**src/rtl/rxd_pkg.sv**
```systemverilog
package rxd_pkg;
   localparam int unsigned REG_ADDR_W = 2;

   typedef enum logic [REG_ADDR_W-1:0] {
      REG_CMD   = 2'd0,
      REG_COUNT = 2'd1,
      REG_IRQ   = 2'd2,
      REG_NONE  = 2'd3
   } rxd_reg_e;

   localparam int unsigned IRQ_SRC_N = 3;
   localparam int unsigned SRC_DONE  = 0;
   localparam int unsigned SRC_OVRN  = 1;
   localparam int unsigned SRC_ALERT = 2;
endpackage

```
**src/rtl/rxd_drop_counter.sv**
```systemverilog
module rxd_drop_counter #(
   parameter int unsigned CNT_W = 8
) (
   input  logic             clk,
   input  logic             rst_n,
   input  logic             inc,
   input  logic             rd_clr,
   output logic [CNT_W-1:0] count,
   output logic             alert_set
);
   localparam logic [CNT_W-1:0] CNT_ONE  = {{(CNT_W-1){1'b0}}, 1'b1};
   localparam logic [CNT_W-1:0] CNT_FULL = {CNT_W{1'b1}};

   generate
      if (CNT_W < 2) begin : g_bad_width
         $error("rxd_drop_counter: CNT_W must be at least 2");
      end
   endgenerate

   logic [CNT_W-1:0] cnt_nxt;

   always_comb begin
      cnt_nxt = count;
      if (rd_clr && inc)  cnt_nxt = CNT_ONE;
      else if (rd_clr)    cnt_nxt = '0;
      else if (inc)       cnt_nxt = count + CNT_ONE;
   end

   assign alert_set = inc && (cnt_nxt == CNT_FULL);

   always_ff @(posedge clk) begin
      if (!rst_n) count <= '0;
      else        count <= cnt_nxt;
   end

   assert_count_step_R1: assert property (@(posedge clk) disable iff (!rst_n)
      (inc && !rd_clr) |=> (count == $past(count) + CNT_ONE));
   assert_clear_on_read_R2: assert property (@(posedge clk) disable iff (!rst_n)
      (rd_clr && !inc) |=> (count == '0));
   assert_read_race_R3: assert property (@(posedge clk) disable iff (!rst_n)
      (rd_clr && inc) |=> (count == CNT_ONE));
   assert_wrap_R4: assert property (@(posedge clk) disable iff (!rst_n)
      (inc && !rd_clr && count == CNT_FULL) |=> (count == '0));
   assert_alert_at_full_R5: assert property (@(posedge clk) disable iff (!rst_n)
      alert_set |=> (count == CNT_FULL));
endmodule

```
**src/rtl/rxd_discard_cmd.sv**
```systemverilog
module rxd_discard_cmd (
   input  logic clk,
   input  logic rst_n,
   input  logic rx_start,
   input  logic rx_end,
   input  logic cmd_wr,
   output logic cmd_pend,
   output logic discard_req,
   output logic done_set,
   output logic ovrn_set
);
   logic in_frame;

   always_ff @(posedge clk) begin
      if (!rst_n)        in_frame <= 1'b0;
      else if (rx_start) in_frame <= 1'b1;
      else if (rx_end)   in_frame <= 1'b0;
   end

   always_ff @(posedge clk) begin
      if (!rst_n)                     cmd_pend <= 1'b0;
      else if (cmd_wr)                cmd_pend <= 1'b1;
      else if (!in_frame || rx_end)   cmd_pend <= 1'b0;
   end

   assign discard_req = cmd_pend && in_frame;
   assign done_set    = rx_end && in_frame && !cmd_pend;
   assign ovrn_set    = rx_end && in_frame && cmd_pend;

   assert_one_outcome_R6: assert property (@(posedge clk) disable iff (!rst_n)
      !(done_set && ovrn_set));
   assert_self_clear_R8: assert property (@(posedge clk) disable iff (!rst_n)
      (rx_end && !cmd_wr) |=> !cmd_pend);
   assert_idle_cmd_drops_R9: assert property (@(posedge clk) disable iff (!rst_n)
      (!in_frame && !rx_start && !cmd_wr) |=> !cmd_pend);
   assert_req_needs_frame_R9: assert property (@(posedge clk) disable iff (!rst_n)
      discard_req |-> in_frame);
endmodule

```
**src/rtl/rxd_irq_bit.sv**
```systemverilog
module rxd_irq_bit (
   input  logic clk,
   input  logic rst_n,
   input  logic set,
   input  logic ack,
   output logic q
);
   always_ff @(posedge clk) begin
      if (!rst_n)   q <= 1'b0;
      else if (set) q <= 1'b1;
      else if (ack) q <= 1'b0;
   end

   assert_sticky_R10: assert property (@(posedge clk) disable iff (!rst_n)
      (q && !ack) |=> q);
   assert_ack_clears_R10: assert property (@(posedge clk) disable iff (!rst_n)
      (ack && !set) |=> !q);
   assert_set_wins_R10: assert property (@(posedge clk) disable iff (!rst_n)
      set |=> q);
endmodule

```
**src/rtl/rx_discard_ctl.sv**
```systemverilog
module rx_discard_ctl #(
   parameter int unsigned DATA_W    = 8,
   parameter int unsigned CNT_W     = 8,
   parameter int unsigned DONE_POS  = 0,
   parameter int unsigned OVRN_POS  = 4,
   parameter int unsigned ALERT_POS = 5
) (
   input  logic                            clk,
   input  logic                            rst_n,
   input  logic                            rx_start,
   input  logic                            rx_end,
   input  logic                            drop_pin_evt,
   input  logic                            host_wr,
   input  logic                            host_rd,
   input  logic [rxd_pkg::REG_ADDR_W-1:0]  host_addr,
   input  logic [DATA_W-1:0]               host_wdata,
   output logic [DATA_W-1:0]               host_rdata,
   output logic                            discard_req,
   output logic                            irq_rx_done,
   output logic                            irq_rx_ovrn,
   output logic                            irq_cnt_alert
);
   import rxd_pkg::*;

   localparam int unsigned SRC_POS [IRQ_SRC_N] = '{DONE_POS, OVRN_POS, ALERT_POS};

   generate
      if (CNT_W > DATA_W) begin : g_bad_cnt
         $error("rx_discard_ctl: CNT_W must not exceed DATA_W");
      end
      if (DONE_POS >= DATA_W || OVRN_POS >= DATA_W || ALERT_POS >= DATA_W) begin : g_bad_pos
         $error("rx_discard_ctl: interrupt bit position outside DATA_W");
      end
      if (DONE_POS == OVRN_POS || DONE_POS == ALERT_POS || OVRN_POS == ALERT_POS) begin : g_dup_pos
         $error("rx_discard_ctl: interrupt bit positions must differ");
      end
   endgenerate

   rxd_reg_e reg_sel;
   assign reg_sel = rxd_reg_e'(host_addr);

   logic             cmd_wr, cnt_rd_clr, cmd_pend, done_set, ovrn_set, alert_set;
   logic [CNT_W-1:0] drop_count;
   logic [IRQ_SRC_N-1:0] irq_set, irq_ack, irq_q;

   assign cmd_wr     = host_wr && (reg_sel == REG_CMD) && host_wdata[0];
   assign cnt_rd_clr = host_rd && (reg_sel == REG_COUNT);

   rxd_discard_cmd u_cmd (
      .clk         (clk),
      .rst_n       (rst_n),
      .rx_start    (rx_start),
      .rx_end      (rx_end),
      .cmd_wr      (cmd_wr),
      .cmd_pend    (cmd_pend),
      .discard_req (discard_req),
      .done_set    (done_set),
      .ovrn_set    (ovrn_set)
   );

   rxd_drop_counter #(.CNT_W(CNT_W)) u_cnt (
      .clk       (clk),
      .rst_n     (rst_n),
      .inc       (drop_pin_evt),
      .rd_clr    (cnt_rd_clr),
      .count     (drop_count),
      .alert_set (alert_set)
   );

   assign irq_set[SRC_DONE]  = done_set;
   assign irq_set[SRC_OVRN]  = ovrn_set;
   assign irq_set[SRC_ALERT] = alert_set;

   for (genvar g = 0; g < IRQ_SRC_N; g++) begin : g_irq
      assign irq_ack[g] = host_wr && (reg_sel == REG_IRQ) && host_wdata[SRC_POS[g]];
      rxd_irq_bit u_bit (
         .clk   (clk),
         .rst_n (rst_n),
         .set   (irq_set[g]),
         .ack   (irq_ack[g]),
         .q     (irq_q[g])
      );
   end

   assign irq_rx_done   = irq_q[SRC_DONE];
   assign irq_rx_ovrn   = irq_q[SRC_OVRN];
   assign irq_cnt_alert = irq_q[SRC_ALERT];

   logic [DATA_W-1:0] irq_word;
   always_comb begin
      irq_word = '0;
      for (int i = 0; i < IRQ_SRC_N; i++) irq_word[SRC_POS[i]] = irq_q[i];
   end

   always_comb begin
      host_rdata = '0;
      case (reg_sel)
         REG_CMD:   host_rdata[0] = cmd_pend;
         REG_COUNT: host_rdata[CNT_W-1:0] = drop_count;
         REG_IRQ:   host_rdata = irq_word;
         default:   host_rdata = '0;
      endcase
   end

   logic unused_wdata;
   assign unused_wdata = ^host_wdata;

   assert_reset_quiet_R11: assert property (@(posedge clk)
      !rst_n |=> (irq_q == '0 && !discard_req));
   assert_discard_steers_R6: assert property (@(posedge clk) disable iff (!rst_n)
      (rx_end && discard_req) |=> irq_rx_ovrn);
   assert_normal_end_R7: assert property (@(posedge clk) disable iff (!rst_n)
      done_set |=> (irq_rx_done && !discard_req));
endmodule

```
**config.mk**
```make
export PLATFORM = sky130hd
export DESIGN_NAME = rx_discard_ctl
export DESIGN_NICKNAME = d
export VERILOG_FILES = /design/src/rtl/rxd_pkg.sv /design/src/rtl/rxd_drop_counter.sv /design/src/rtl/rxd_discard_cmd.sv /design/src/rtl/rxd_irq_bit.sv /design/src/rtl/rx_discard_ctl.sv
export SDC_FILE = /design/constraint.sdc
export NUM_CORES = 1
export LEC_CHECK = 0
export BUFFER_PORTS_ARGS = -buffer_cell sky130_fd_sc_hd__buf_2
export CORE_MARGIN = 2
export CORE_UTILIZATION = 49
export DETAILED_ROUTE_END_ITERATION = 10
export PLACE_DENSITY = 0.83
export SETUP_SLACK_MARGIN = 0.5
export SKIP_CTS_REPAIR_TIMING = 1
export SYNTH_ARGS = -nofsm -noshare
export SYNTH_HDL_FRONTEND = slang
export SYNTH_SLANG_ARGS = --single-unit
```
**constraint.sdc**
```tcl
create_clock -name clk -period 3.75 [get_ports clk]
set_clock_uncertainty 0.1 [all_clocks]
set_input_delay 0.1875 -clock clk [delete_from_list [all_inputs] [get_ports clk]]
set_output_delay 0.1875 -clock clk [all_outputs]
set_load 0.02 [all_outputs]
```
==> flow_summary.rst <==
.. list-table::
   :header-rows: 1

   * - Metric
     - Value
   * - Initial antenna violation count
     - 0
   * - Status
     - completed
   * - Synth-to-layout area growth
     - 22.8%
   * - # setup viols final
     - 0
   * - Number of global-route vias before repair
     - 615
   * - Achievable clock frequency
     - roughly 660 MHz
   * - Total core area
     - 1320 µm²
   * - Stage delay of the slowest cell on the critical path
     - approximately 0.37 ns
   * - Number of cells produced by synthesis
     - a little under 80
   * - Clock Path Buffers
     - 2
   * - Highest fanout seen on the critical path
     - 6
   * - Crit path max-delay family
     - compound AO/OA/AOI/OAI gates
   * - Worst endpoint required time
     - around 3.5 ns
   * - Routed Antenna Nets
     - 0
   * - Per-cell routed wire length
     - roughly 12 µm
   * - Arr. time, crit path
     - 1.22 ns
   * - Share of cells above drive strength 1
     - between 20% and 30%
   * - GPL Wtd Cong
     - ~0.79
   * - Routed via count divided by cell count
     - ~5.3
   * - Power per unit of standard cell area
     - ~300 nW/µm²
   * - NumNets Final
     - ~130
   * - Actual transition at the worst max-transition pin
     - just under 0.3 ns
   * - Post-synthesis adder-cell area fraction
     - under 10%
   * - Final Hold Viols
     - 0
   * - Cell seen most often among critical-path stages
     - buf_2
   * - Die X
     - around 42 µm
   * - Detailed placement HPWL
     - 1.12 mm
   * - Final max-slew violation count
     - 0
   * - Synthesis-stage register bit count
     - 13
   * - Violation count after the first detailed-routing iteration
     - 21
   * - Die Y
     - ~42 µm
   * - Cell area after technology mapping
     - approximately 700 µm²
   * - Lkg Pwr
     - approximately 0.00041 µW
   * - Share of synthesized area spent on multiplexers
     - 0%
   * - Number of levels in the clock H-tree
     - 1
   * - Critical-path cell with the highest stage delay
     - a222oi_1
   * - Largest net degree at the start of global routing
     - 10
   * - Count of buffering cells on the critical path with inverters included
     - 3
   * - Worst hold path type
     - primary input to register
   * - Num CTS Buffers
     - 3
   * - Area enclosed by the die boundary
     - 1750 µm²
   * - Setup repair after global routing missed its margin
     - false
   * - Worst skew pair latency
     - approximately 0.27 ns
   * - Total global-route track usage
     - a little under a fifth
   * - First-pass iteration count of the detailed router
     - 4
   * - Post-synthesis net count
     - ~100
   * - Synth Area in XOR/XNOR
     - under 10%
   * - FP Rows
     - 13
   * - Yosys warns
     - 0
   * - Io pins
     - 29
   * - Area taken by multi-input logic gates
     - roughly 430 µm²
   * - Combinational family with the most area after synthesis
     - simple AND/OR/NAND/NOR gates
   * - Worst setup startpoint
     - host_addr[0]
   * - Share of synthesized area occupied by flip-flops and latches
     - between 30 and 40%
   * - Accumulated negative setup slack
     - 0 ns
   * - TritonCTS sink count
     - 13
   * - Simple-gate share of the synthesized area
     - ~31%
   * - First-pass GRT wire length
     - between 2 and 2.5 mm
   * - CTS Root Cell
     - clkbuf_4
   * - Total overflow reported by the global router
     - 0
   * - R2r startpoint
     - u_cnt.count[0]$_SDFF_PN0_
   * - Via count
     - 647
   * - Worst-case headroom to the max-slew limit
     - around four fifths
   * - Max-capacitance violation count
     - 0
   * - Synthesized-area fraction occupied by ao, oa, aoi and oai cells
     - a little over a tenth
   * - Total power consumption of the routed design
     - between 200 and 300 µW
   * - Synthesized area divided by synthesized cell count
     - roughly 8.9 µm²
   * - Final critical-path share of the clock period
     - 40.2%
   * - Routed WL
     - around 1.4 mm
   * - Endpoint kind of the worst setup timing path
     - output pin
   * - Register Area
     - 260 µm²
   * - Starting Density
     - a little over half
   * - Hold Startpoint
     - rx_start
   * - List of cells traversed by the critical path
     - buf_2 -> inv_1 -> ha_1 -> a222oi_1 -> nor2_1 -> buf_2
   * - Worst setup path class
     - primary input to output pin
   * - Category of the worst setup path launch point
     - primary input
   * - Clock tree from TritonCTS
     - yes
   * - Remaining design rule violation count
     - 0
   * - WHS
     - ~0.018 ns
   * - Clock transition at the registers of the reported paths
     - 0.07 ns
   * - Distinct cells, synth
     - 24
   * - Port-buffer cells
     - 23
   * - Filler instances
     - 115
   * - Post-layout min period
     - between 1.5 and 2 ns
   * - Peak supply drop
     - between 0.2 and 0.25 mV
   * - Number of diodes
     - 0
==> final cells by class <==
class / count / share of cell area (%)
clock buffer: 4 / 3.05
multi-input combinational: 62 / 49.5
timing repair buffer: 23 / 13.4
tap: 15 / 2.18
inverter: 4 / 1.74
sequential: 13 / 30.2
==> routing by layer <==
layer	wire, µm	up-vias	track usage (%)
met5	0	-	0
met4	20	0	14.2
met3	111	4	3.91
met2	653	25	26.9
met1	649	289	22.7
li1	-	329	-
==> report_power, final <==
part | internal, µW | total (µW) | switching [µW] | leakage [µW]
Clock | 41.2 | 85.1 | 43.9 | 0.0000150
Combinational | 14.1 | 31.2 | 17.1 | 0.000288
Sequential | 142 | 145 | 3.36 | 0.000106
==> registers in the layout (all words and copies together), names as in the netlist <==
name	count
u_cnt.count	8
g_irq.u_bit.q	3
u_cmd.cmd_pend	1
u_cmd.in_frame	1
==> kinds of logic (layout without fill, tap and decap cells) <==
family / Yosys count / in the layout
xor+xnor: 8 / 8
compound gates: 9 / 9
fa+ha+maj: 5 / 5
flops: 13 / 13
buf+inv: 4 / 31
simple gates: 40 / 40
==> stage by stage <==
step	area [µm²]	worst slack, ns	util (%)	cells
floorplan	702	2.40	-	79
global placement	836	2.28	63.4	117
detailed placement	836	2.25	63.4	117
CTS	862	2.24	65.4	121
global route	862	2.17	65.4	121
finish	862	2.24	65.4	121
==> worst register-to-register path, cell delays in order, from the launching register on <==
cell,delay (ns)
dfxtp_1,0.41
ha_1,0.24
nand4_2,0.12
nor2_2,0.12
xnor2_1,0.10
o41ai_2,0.30
==> cells in the mapped netlist (all sizes together) <==
cell    number  share of area [%]
a21oi        1               0.71
a222oi       1                1.4
a22oi        3                3.2
a32oi        1                1.2
and2         7                6.2
and3         1               0.89
and4         1                1.2
dfxtp       13                 37
ha           5                8.9
inv          4                2.1
nand2        7                3.7
nand2b       1               0.89
nand3        7                5.0
nand4        1                1.8
nand4b       1                1.2
nor2         8                4.6
nor2b        5                4.5
nor3b        1                1.1
o21a         1                1.1
o21ai        1               0.71
o41ai        1                2.3
xnor2        3                3.7
xor2         5                6.2
==> worst paths after layout <==
kind | end | slack, ns | cells past startpoint
max | host_rdata[0] | 2.24 | 6
min | u_cmd.in_frame$_SDFFE_PN0P_ | 0.02 | 2
max reg2reg | g_irq[2].u_bit.q$_SDFFE_PN0P_ | 2.27 | 5
min reg2reg | u_cnt.count[1]$_SDFF_PN0_ | 0.41 | 2
==> layout by cell type, fill, tap and decap left out, types with 3 or more instances in the layout <==
cell      netlist  routed
and2_1          7       7
xor2_1          5       5
xnor2_1         3       3
nor2_1          7       7
a22oi_1         3       3
buf_2           0      23
nand3_1         7       7
inv_1           4       4
clkbuf_4        0       3
nand2_1         7       7
ha_1            5       5
nor2b_1         5       5
dfxtp_1        13      13
Note: power is estimated with default switching activity, not from simulation.
